<file path="src/rtl/rect_pkg.sv">
package rect_pkg;

    typedef enum logic [1:0] {
        ST_IDLE,
        ST_RD_SRC,
        ST_RD_DST,
        ST_WRITE
    } rect_state_e;

    typedef struct packed {
        logic [15:0] y;
        logic [15:0] x;
    } rect_pt_t;

    localparam logic [7:0] ROP_PASS = 8'hCC;
    localparam logic [7:0] ROP_XOR  = 8'h66;

    localparam logic [2:0] RIX_CTRL   = 3'd0;
    localparam logic [2:0] RIX_ROP    = 3'd1;
    localparam logic [2:0] RIX_COLOUR = 3'd2;
    localparam logic [2:0] RIX_FMT    = 3'd3;
    localparam logic [2:0] RIX_SRC_S  = 3'd4;
    localparam logic [2:0] RIX_SRC_E  = 3'd5;
    localparam logic [2:0] RIX_DST_S  = 3'd6;
    localparam logic [2:0] RIX_DST_E  = 3'd7;

    // log2 of bytes per pixel for a depth code
    function automatic logic [1:0] depth_shift(input logic [2:0] code);
        case (code)
            3'd2:       return 2'd2;
            3'd1, 3'd5: return 2'd1;
            default:    return 2'd0;
        endcase
    endfunction

    function automatic logic [31:0] pixel_mask(input logic [1:0] shift);
        case (shift)
            2'd0:    return 32'h0000_00FF;
            2'd1:    return 32'h0000_FFFF;
            default: return 32'hFFFF_FFFF;
        endcase
    endfunction

endpackage

</file>
<file path="src/rtl/rect_regs.sv">
module rect_regs
    import rect_pkg::*;
#(
    parameter int PITCH_W = 10
) (
    input  logic               clk,
    input  logic               rst_n,
    input  logic               we_i,
    input  logic [2:0]         addr_i,
    input  logic [31:0]        wdata_i,
    output logic [31:0]        rdata_o,
    input  logic               busy_i,
    output logic               start_o,
    output logic               cmd_copy_o,
    output logic [7:0]         rop_o,
    output logic [31:0]        colour_o,
    output logic [PITCH_W-1:0] pitch_o,
    output logic [2:0]         depth_o,
    output rect_pt_t           src_s_o,
    output rect_pt_t           src_e_o,
    output rect_pt_t           dst_s_o,
    output rect_pt_t           dst_e_o
);

    localparam int NREG = 8;

    logic [31:0] word_w [NREG];

    assign word_w[0] = {{4{busy_i}}, 28'd0};

    for (genvar i = 1; i < NREG; i++) begin : g_word
        logic [31:0] q;
        logic        wr_en;
        if (i >= int'(RIX_SRC_S)) begin : g_pt
            assign wr_en = we_i && (addr_i == 3'(i)) && !busy_i;
        end else begin : g_cfg
            assign wr_en = we_i && (addr_i == 3'(i));
        end
        always_ff @(posedge clk) begin
            if (!rst_n)
                q <= '0;
            else if (wr_en)
                q <= wdata_i;
        end
        assign word_w[i] = q;
    end

    assign rdata_o    = word_w[addr_i];
    assign start_o    = we_i && (addr_i == RIX_CTRL) && !busy_i;
    assign cmd_copy_o = wdata_i[0];
    assign rop_o      = word_w[RIX_ROP][7:0];
    assign colour_o   = word_w[RIX_COLOUR];
    assign pitch_o    = word_w[RIX_FMT][PITCH_W-1:0];
    assign depth_o    = word_w[RIX_FMT][18:16];
    assign src_s_o    = word_w[RIX_SRC_S];
    assign src_e_o    = word_w[RIX_SRC_E];
    assign dst_s_o    = word_w[RIX_DST_S];
    assign dst_e_o    = word_w[RIX_DST_E];

    AST_POINTS_FROZEN: assert property (@(posedge clk) disable iff (!rst_n)
        (busy_i && we_i && addr_i >= RIX_SRC_S) |=>
            ($stable(src_s_o) && $stable(src_e_o) && $stable(dst_s_o) && $stable(dst_e_o)));

endmodule

</file>
<file path="src/rtl/rect_addr.sv">
module rect_addr
    import rect_pkg::*;
#(
    parameter int ADDR_W  = 24,
    parameter int PITCH_W = 10
) (
    input  rect_pt_t           pt_i,
    input  logic [PITCH_W-1:0] pitch_i,
    input  logic [1:0]         shift_i,
    output logic [ADDR_W-1:0]  addr_o
);

    localparam int PROD_W = 16 + PITCH_W + 3 + 1 + 2;

    logic [PROD_W-1:0] lin;
    logic [PROD_W-1:0] byte_a;

    assign lin    = PROD_W'(pt_i.y) * (PROD_W'(pitch_i) << 3) + PROD_W'(pt_i.x);
    assign byte_a = lin << shift_i;

    if (ADDR_W <= PROD_W) begin : g_trunc
        assign addr_o = byte_a[ADDR_W-1:0];
    end else begin : g_ext
        assign addr_o = ADDR_W'(byte_a);
    end

endmodule

</file>
<file path="src/rtl/rect_rop.sv">
module rect_rop (
    input  logic        xor_i,
    input  logic [31:0] src_i,
    input  logic [31:0] dst_i,
    input  logic [1:0]  shift_i,
    output logic [31:0] data_o
);
    import rect_pkg::*;

    logic [31:0] raw;

    assign raw    = xor_i ? (src_i ^ dst_i) : src_i;
    assign data_o = raw & pixel_mask(shift_i);

endmodule

</file>
<file path="src/rtl/rect_engine.sv">
module rect_engine
    import rect_pkg::*;
#(
    parameter int ADDR_W  = 24,
    parameter int PITCH_W = 10
) (
    input  logic              clk,
    input  logic              rst_n,
    input  logic              reg_we,
    input  logic [2:0]        reg_addr,
    input  logic [31:0]       reg_wdata,
    output logic [31:0]       reg_rdata,
    output logic              mem_req,
    output logic              mem_we,
    output logic [ADDR_W-1:0] mem_addr,
    output logic [31:0]       mem_wdata,
    input  logic [31:0]       mem_rdata,
    output logic              done
);

    rect_state_e state_q, state_d, entry_q, entry_now;

    logic               busy, start, cmd_copy;
    logic [7:0]         rop;
    logic [31:0]        colour;
    logic [PITCH_W-1:0] pitch, pitch_q;
    logic [2:0]         depth;
    rect_pt_t           src_s, src_e, dst_s, dst_e, addr_pt;

    logic               copy_q, xor_q, desc_q, done_q, desc_now, last_px;
    logic [1:0]         shift_q;
    logic [31:0]        colour_q, src_q, src_val;
    logic [15:0]        dx, dy, sx, sy, xstep, row_first_x, row_last_x, src_first_x, last_y;

    rect_regs #(.PITCH_W(PITCH_W)) u_regs (
        .clk(clk), .rst_n(rst_n), .we_i(reg_we), .addr_i(reg_addr),
        .wdata_i(reg_wdata), .rdata_o(reg_rdata), .busy_i(busy),
        .start_o(start), .cmd_copy_o(cmd_copy), .rop_o(rop), .colour_o(colour),
        .pitch_o(pitch), .depth_o(depth), .src_s_o(src_s), .src_e_o(src_e),
        .dst_s_o(dst_s), .dst_e_o(dst_e)
    );

    // Walk order and per-pixel entry state decided at launch
    assign desc_now  = cmd_copy && !((src_s.y > dst_s.y) ||
                                     ((src_s.y == dst_s.y) && (src_s.x > dst_s.x)));
    assign entry_now = cmd_copy ? ST_RD_SRC : ((rop == ROP_XOR) ? ST_RD_DST : ST_WRITE);

    assign row_first_x = desc_q ? dst_e.x : dst_s.x;
    assign row_last_x  = desc_q ? dst_s.x : dst_e.x;
    assign src_first_x = desc_q ? src_e.x : src_s.x;
    assign last_y      = desc_q ? dst_s.y : dst_e.y;
    assign xstep       = desc_q ? 16'hFFFF : 16'h0001;
    assign last_px     = (dx == row_last_x) && (dy == last_y);

    // State register
    always_ff @(posedge clk) begin
        if (!rst_n)
            state_q <= ST_IDLE;
        else
            state_q <= state_d;
    end

    always_comb begin
        state_d = state_q;
        unique case (state_q)
            ST_IDLE:   if (start) state_d = entry_now;
            ST_RD_SRC: state_d = xor_q ? ST_RD_DST : ST_WRITE;
            ST_RD_DST: state_d = ST_WRITE;
            ST_WRITE:  state_d = last_px ? ST_IDLE : entry_q;
        endcase
    end

    // Walk datapath
    always_ff @(posedge clk) begin
        if (!rst_n) begin
            entry_q  <= ST_IDLE;
            copy_q   <= 1'b0;
            xor_q    <= 1'b0;
            desc_q   <= 1'b0;
            done_q   <= 1'b0;
            shift_q  <= 2'd0;
            pitch_q  <= '0;
            colour_q <= '0;
            src_q    <= '0;
            dx <= '0; dy <= '0; sx <= '0; sy <= '0;
        end else begin
            done_q <= 1'b0;
            case (state_q)
                ST_IDLE: if (start) begin
                    entry_q  <= entry_now;
                    copy_q   <= cmd_copy;
                    xor_q    <= (rop == ROP_XOR);
                    desc_q   <= desc_now;
                    shift_q  <= depth_shift(depth);
                    pitch_q  <= pitch;
                    colour_q <= colour;
                    dx <= desc_now ? dst_e.x : dst_s.x;
                    dy <= desc_now ? dst_e.y : dst_s.y;
                    sx <= desc_now ? src_e.x : src_s.x;
                    sy <= desc_now ? src_e.y : src_s.y;
                end
                ST_RD_DST: src_q <= mem_rdata;
                ST_WRITE: begin
                    if (last_px) begin
                        done_q <= 1'b1;
                    end else if (dx == row_last_x) begin
                        dx <= row_first_x;
                        sx <= src_first_x;
                        dy <= dy + xstep;
                        sy <= sy + xstep;
                    end else begin
                        dx <= dx + xstep;
                        sx <= sx + xstep;
                    end
                end
                default: ;
            endcase
        end
    end

    // Outputs
    always_comb begin
        busy    = (state_q != ST_IDLE);
        mem_req = busy;
        mem_we  = (state_q == ST_WRITE);
        addr_pt = (state_q == ST_RD_SRC) ? {sy, sx} : {dy, dx};
        src_val = copy_q ? (xor_q ? src_q : mem_rdata) : colour_q;
        done    = done_q;
    end

    rect_addr #(.ADDR_W(ADDR_W), .PITCH_W(PITCH_W)) u_addr (
        .pt_i(addr_pt), .pitch_i(pitch_q), .shift_i(shift_q), .addr_o(mem_addr)
    );

    rect_rop u_rop (
        .xor_i(xor_q), .src_i(src_val), .dst_i(mem_rdata),
        .shift_i(shift_q), .data_o(mem_wdata)
    );

    AST_DONE_IDLE: assert property (@(posedge clk) disable iff (!rst_n)
        done |-> !reg_rdata[31] || reg_addr != RIX_CTRL);
    AST_DONE_SINGLE: assert property (@(posedge clk) disable iff (!rst_n)
        done |=> !done);
    AST_ADDR_ALIGNED: assert property (@(posedge clk) disable iff (!rst_n)
        mem_req |-> ((mem_addr[1:0] & ((2'd1 << shift_q) - 2'd1)) == 2'd0));
    AST_START_BUSY: assert property (@(posedge clk) disable iff (!rst_n)
        start |=> (mem_req && !done));

endmodule

</file>
<file path="config.mk">
export PLATFORM = sky130hd
export DESIGN_NAME = rect_engine
export DESIGN_NICKNAME = d
export VERILOG_FILES = /design/src/rtl/rect_pkg.sv /design/src/rtl/rect_regs.sv /design/src/rtl/rect_addr.sv /design/src/rtl/rect_rop.sv /design/src/rtl/rect_engine.sv
export SDC_FILE = /design/constraint.sdc
export NUM_CORES = 2
export LEC_CHECK = 0
export BUFFER_PORTS_ARGS = -buffer_cell sky130_fd_sc_hd__buf_2
export CORE_ASPECT_RATIO = 0.75
export CORE_MARGIN = 3
export CORE_UTILIZATION = 50
export CTS_CLUSTER_DIAMETER = 40
export DETAILED_ROUTE_END_ITERATION = 7
export PLACE_DENSITY = 0.74
export RECOVER_POWER = 25
export SLEW_MARGIN = 20
export SYNTH_ARGS = -nofsm -noshare
export SYNTH_HDL_FRONTEND = slang
export SYNTH_SLANG_ARGS = --single-unit
</file>
<file path="constraint.sdc">
create_clock -name clk -period 9 [get_ports clk]
set_input_delay 2.25 -clock clk [delete_from_list [all_inputs] [get_ports clk]]
set_output_delay 2.25 -clock clk [all_outputs]
set_load 0.05 [all_outputs]
</file>
==> results.md <==
- Outcome: finished with violations
- Failing checks: capacitance limit, slew limit, setup timing
- Seq cells post-synth: ~370
- Largest net degree at the start of global routing: 228
- Routed Wire Length: 84300 µm
- Total power: a little over 4000 µW
- Die H: roughly 210 µm
- Routed Antenna Nets: 0
- Synthesized Nets: 3817
- Mean number of vias per cell: 5.90
- Count of TritonRoute iterations in the first routing pass: 5
- Drt initial violations: 2321
- Placeable Area: 53800 µm²
- Clock Pin Slew Worst Setup and Hold Paths: 0.06 ns
- Hold WC Path Type: reg -> reg
- Post-synth ARST share: 0%
- Top cells by area, synth: dfxtp_1 (27%), nand2_1 (11%), a21oi_1 (8.0%), fa_1 (7.8%), ha_1 (6.4%)
- Crit path launch type: flip-flop
- Layout filler cell count: roughly 4.8k
- Die ar.: slightly below 60000 µm²
- FP Rows: 73
- Clk buf depth: 3
- Synth top cells by count: nand2_1 (811), a21oi_1 (444), dfxtp_1 (372)
- Fmax: 0.105 GHz
- Synth area leader: dfxtp_1
- Distinct cells, synth: 84
- Total Routing Usage GR: 27.5%
- Htree depth: 2
- Synth Flop Type: dfxtp_1
- Via Count: around 26k
- HPWL Detailed: around 60000 µm
- Max Cap Violations: 3
- Root Driver: clkbuf_16
- Cell Area, Synth: 27600 µm²
- Slew HR: -209%
- Cts hold-fix bufs: 0
- # DRC: 0
- Final non-filler cell total: 4340
- EDFF count, synth: 0
- Most common cell in the netlist: nand2_1
- Slowest-stage cell, CP: or4_4
- Critical Path RT: 6.75 ns
- Mux cell area share after synthesis: 11.3%
- IO Pins: roughly 160
- Final setup violation count: 10
- Synth top area share: between 20% and 30%
- Synth warn: 0
- Reg2reg setup slack: 2.05 ns
- Simple-Gate Fraction of Synth Area: between 10% and 20%
- Vias in the first global route: 23.7k
- Maximum VDD drop: between 100 and 150 µV
- First-pass GRT wire length: 131000 µm
- Power Density: 132 nW/µm²
- GP Congestion: 0.912
- Nets: 3911
- Area Overhead vs Synth: 13.2%
- WS Path Type: reg -> out
- Initial antenna violation count: 11
- Clock Sinks: between 300 and 400
- Synth Area in Adders: between 10 and 15%
- Syn Inst Count: ~3.5k
- Final setup margin: -0.540 ns
- CTS tree: yes
- Final instance area: roughly 31000 µm²
- Setup TNS: -3.04 ns
- Clk_skew: 0.0356 ns
- IO Port Bufs: 160
- Worst-margin pin slew: 4.63 ns
- Worst skew pair latency: 0.58 ns
- Register area share after synthesis: approximately 27%
- Worst Path Max Fanout: 6
- CP max stage delay: 0.52 ns
- Cts bufs inserted: 42
- Fraction of layout cells with a size suffix above 1: 15.7%
- Dpl ws: -0.0850 ns
- Starting Density: 51.4%
- Register Area: 7460 µm²
- Slew Limit Fails: 388
- Crit end category: primary output
- Multi-input logic area: approximately 19000 µm²
- RSZ-0062 raised after global routing: true
- Critical Path Most Common Cell: fa_1
- Leakage: 0.0125 µW
- Synth Area in Compound Gates: 18.5%
- Tcrit/Tclk final: 106%
- Post-Synth XOR/XNOR Area: 4.49%
- Worst path arrival time: 7.29 ns
- Main combinational cell family by area after synthesis: simple AND/OR/NAND/NOR gates
- Routed len/inst: roughly 19 µm
- Die X: 277 µm
- DP Cell Count: 4245
- Syn Area/Cell: 7.90 µm²
- Crit path time final: 9.54 ns
- GRT Residual Overflow: 0
- Hold Fails Final Rpt: 0
- Dpl cell area: 29300 µm²
## path summary, 6_finish.rpt
| kind | from | to | depth (start not counted) |
|---|---|---|---|
| min | src_q[26] | src_q[26] | 2 |
| max reg2reg | desc_q | sy[7] | 10 |
| min reg2reg | src_q[26] | src_q[26] | 2 |
| max | state_q[1] | mem_addr[23] | 31 |
## layout make-up
cell class | count | area share (%)
repair buffers | 266 | 5.50
diodes | 5 | 0.0400
clock inverters | 22 | 0.831
well taps | 712 | 2.85
inverters | 210 | 2.52
flip-flops and latches | 372 | 23.8
multi-input cells | 2701 | 60.9
clock buffers | 52 | 3.54
## layout by cell type (no fill, tap or decap), types with 10 or more instances in the layout
cell	synthesis	routed
nand4_1	13	13
nand2_1	811	800
mux2i_1	129	122
inv_1	207	202
o21ai_0	64	58
buf_4	4	98
xnor2_1	103	96
dfxtp_1	372	367
nor2_1	150	139
o21ai_1	32	35
clkbuf_1	169	11
mux2_4	4	11
nand2_2	1	11
nor2_2	0	10
a221oi_1	39	39
a21oi_1	444	438
nand2b_1	24	23
a211oi_1	61	58
fa_1	107	106
o21a_1	17	17
o22ai_1	19	19
nor3_1	32	28
mux2_2	87	80
clkbuf_16	0	42
a31o_1	11	11
buf_2	18	145
o211ai_1	11	11
nand3_1	43	40
a31oi_1	17	16
ha_1	141	135
xor2_1	35	30
a21o_1	38	38
and2_1	60	57
nor2b_1	37	31
mux4_2	33	33
buf_6	3	14
## repair_timing
| item | CTS | global route |
|---|---|---|
| gates resized for setup | 67 | 52 |
| endpoints found under the setup margin | 10 | 12 |
| buffers inserted | 11 | 7 |
| pin swaps | 12 | 16 |
## critical path: cells and delay by family (launching register included)
family / cells / cell delay (ns)
DFF: 1 / 0.32
xor gates and xnor gates: 1 / 0.15
buffers and inverters: 9 / 0.76
and+or+nand+nor: 9 / 1.78
adders and majority gates: 7 / 2.88
muxes: 1 / 0.21
AOI/OAI and AO/OA: 4 / 0.63
## flip-flops by register name, indices dropped and copies added (netlist names)
| signal | count |
|---|---|
| dy | 16 |
| state_q | 2 |
| u_regs.dst_s_o | 32 |
| src_q | 32 |
| xor_q | 1 |
| u_regs.src_s_o | 32 |
| dx | 16 |
| sx | 16 |
| u_regs.colour_o | 32 |
| sy | 16 |
| u_regs.dst_e_o | 32 |
| colour_q | 32 |
| entry_q | 2 |
| copy_q | 1 |
| desc_q | 1 |
| u_regs.g_word.q | 64 |
| u_regs.src_e_o | 32 |
| pitch_q | 10 |
| shift_q | 2 |
| done | 1 |
## cell families (layout without fill, tap and decap cells)
family,count (synthesis),after routing
adders and majority gates,248,248
DFF,372,372
and+or+nand+nor,1215,1215
muxes,257,257
xor gates and xnor gates,140,140
AOI/OAI and AO/OA,841,841
buffers and inverters,426,550
other,0,5
## layer usage
metal / track usage, % / up-vias / wire [µm]
met5: 0 / - / 75
met4: 7.26 / 10 / 2180
met3: 7.85 / 144 / 9150
met2: 40.0 / 1134 / 35700
met1: 40.0 / 12100 / 37100
li1: - / 12200 / -
## per-stage QoR
stage | utilization [%] | hold slack (ns)
floorplan | - | 0.433
global placement | 54.5 | 0.439
detailed placement | 54.5 | 0.444
CTS | 57.8 | 0.452
global route | 58.2 | 0.468
finish | 58.2 | 0.452
## power breakdown
group / internal [µW] / leakage [µW] / switching (µW)
clock network: 955 / 0.000655 / 759
registers: 1680 / 0.00301 / 37.1
logic: 222 / 0.00882 / 461
(Power assumes the default switching activity.)
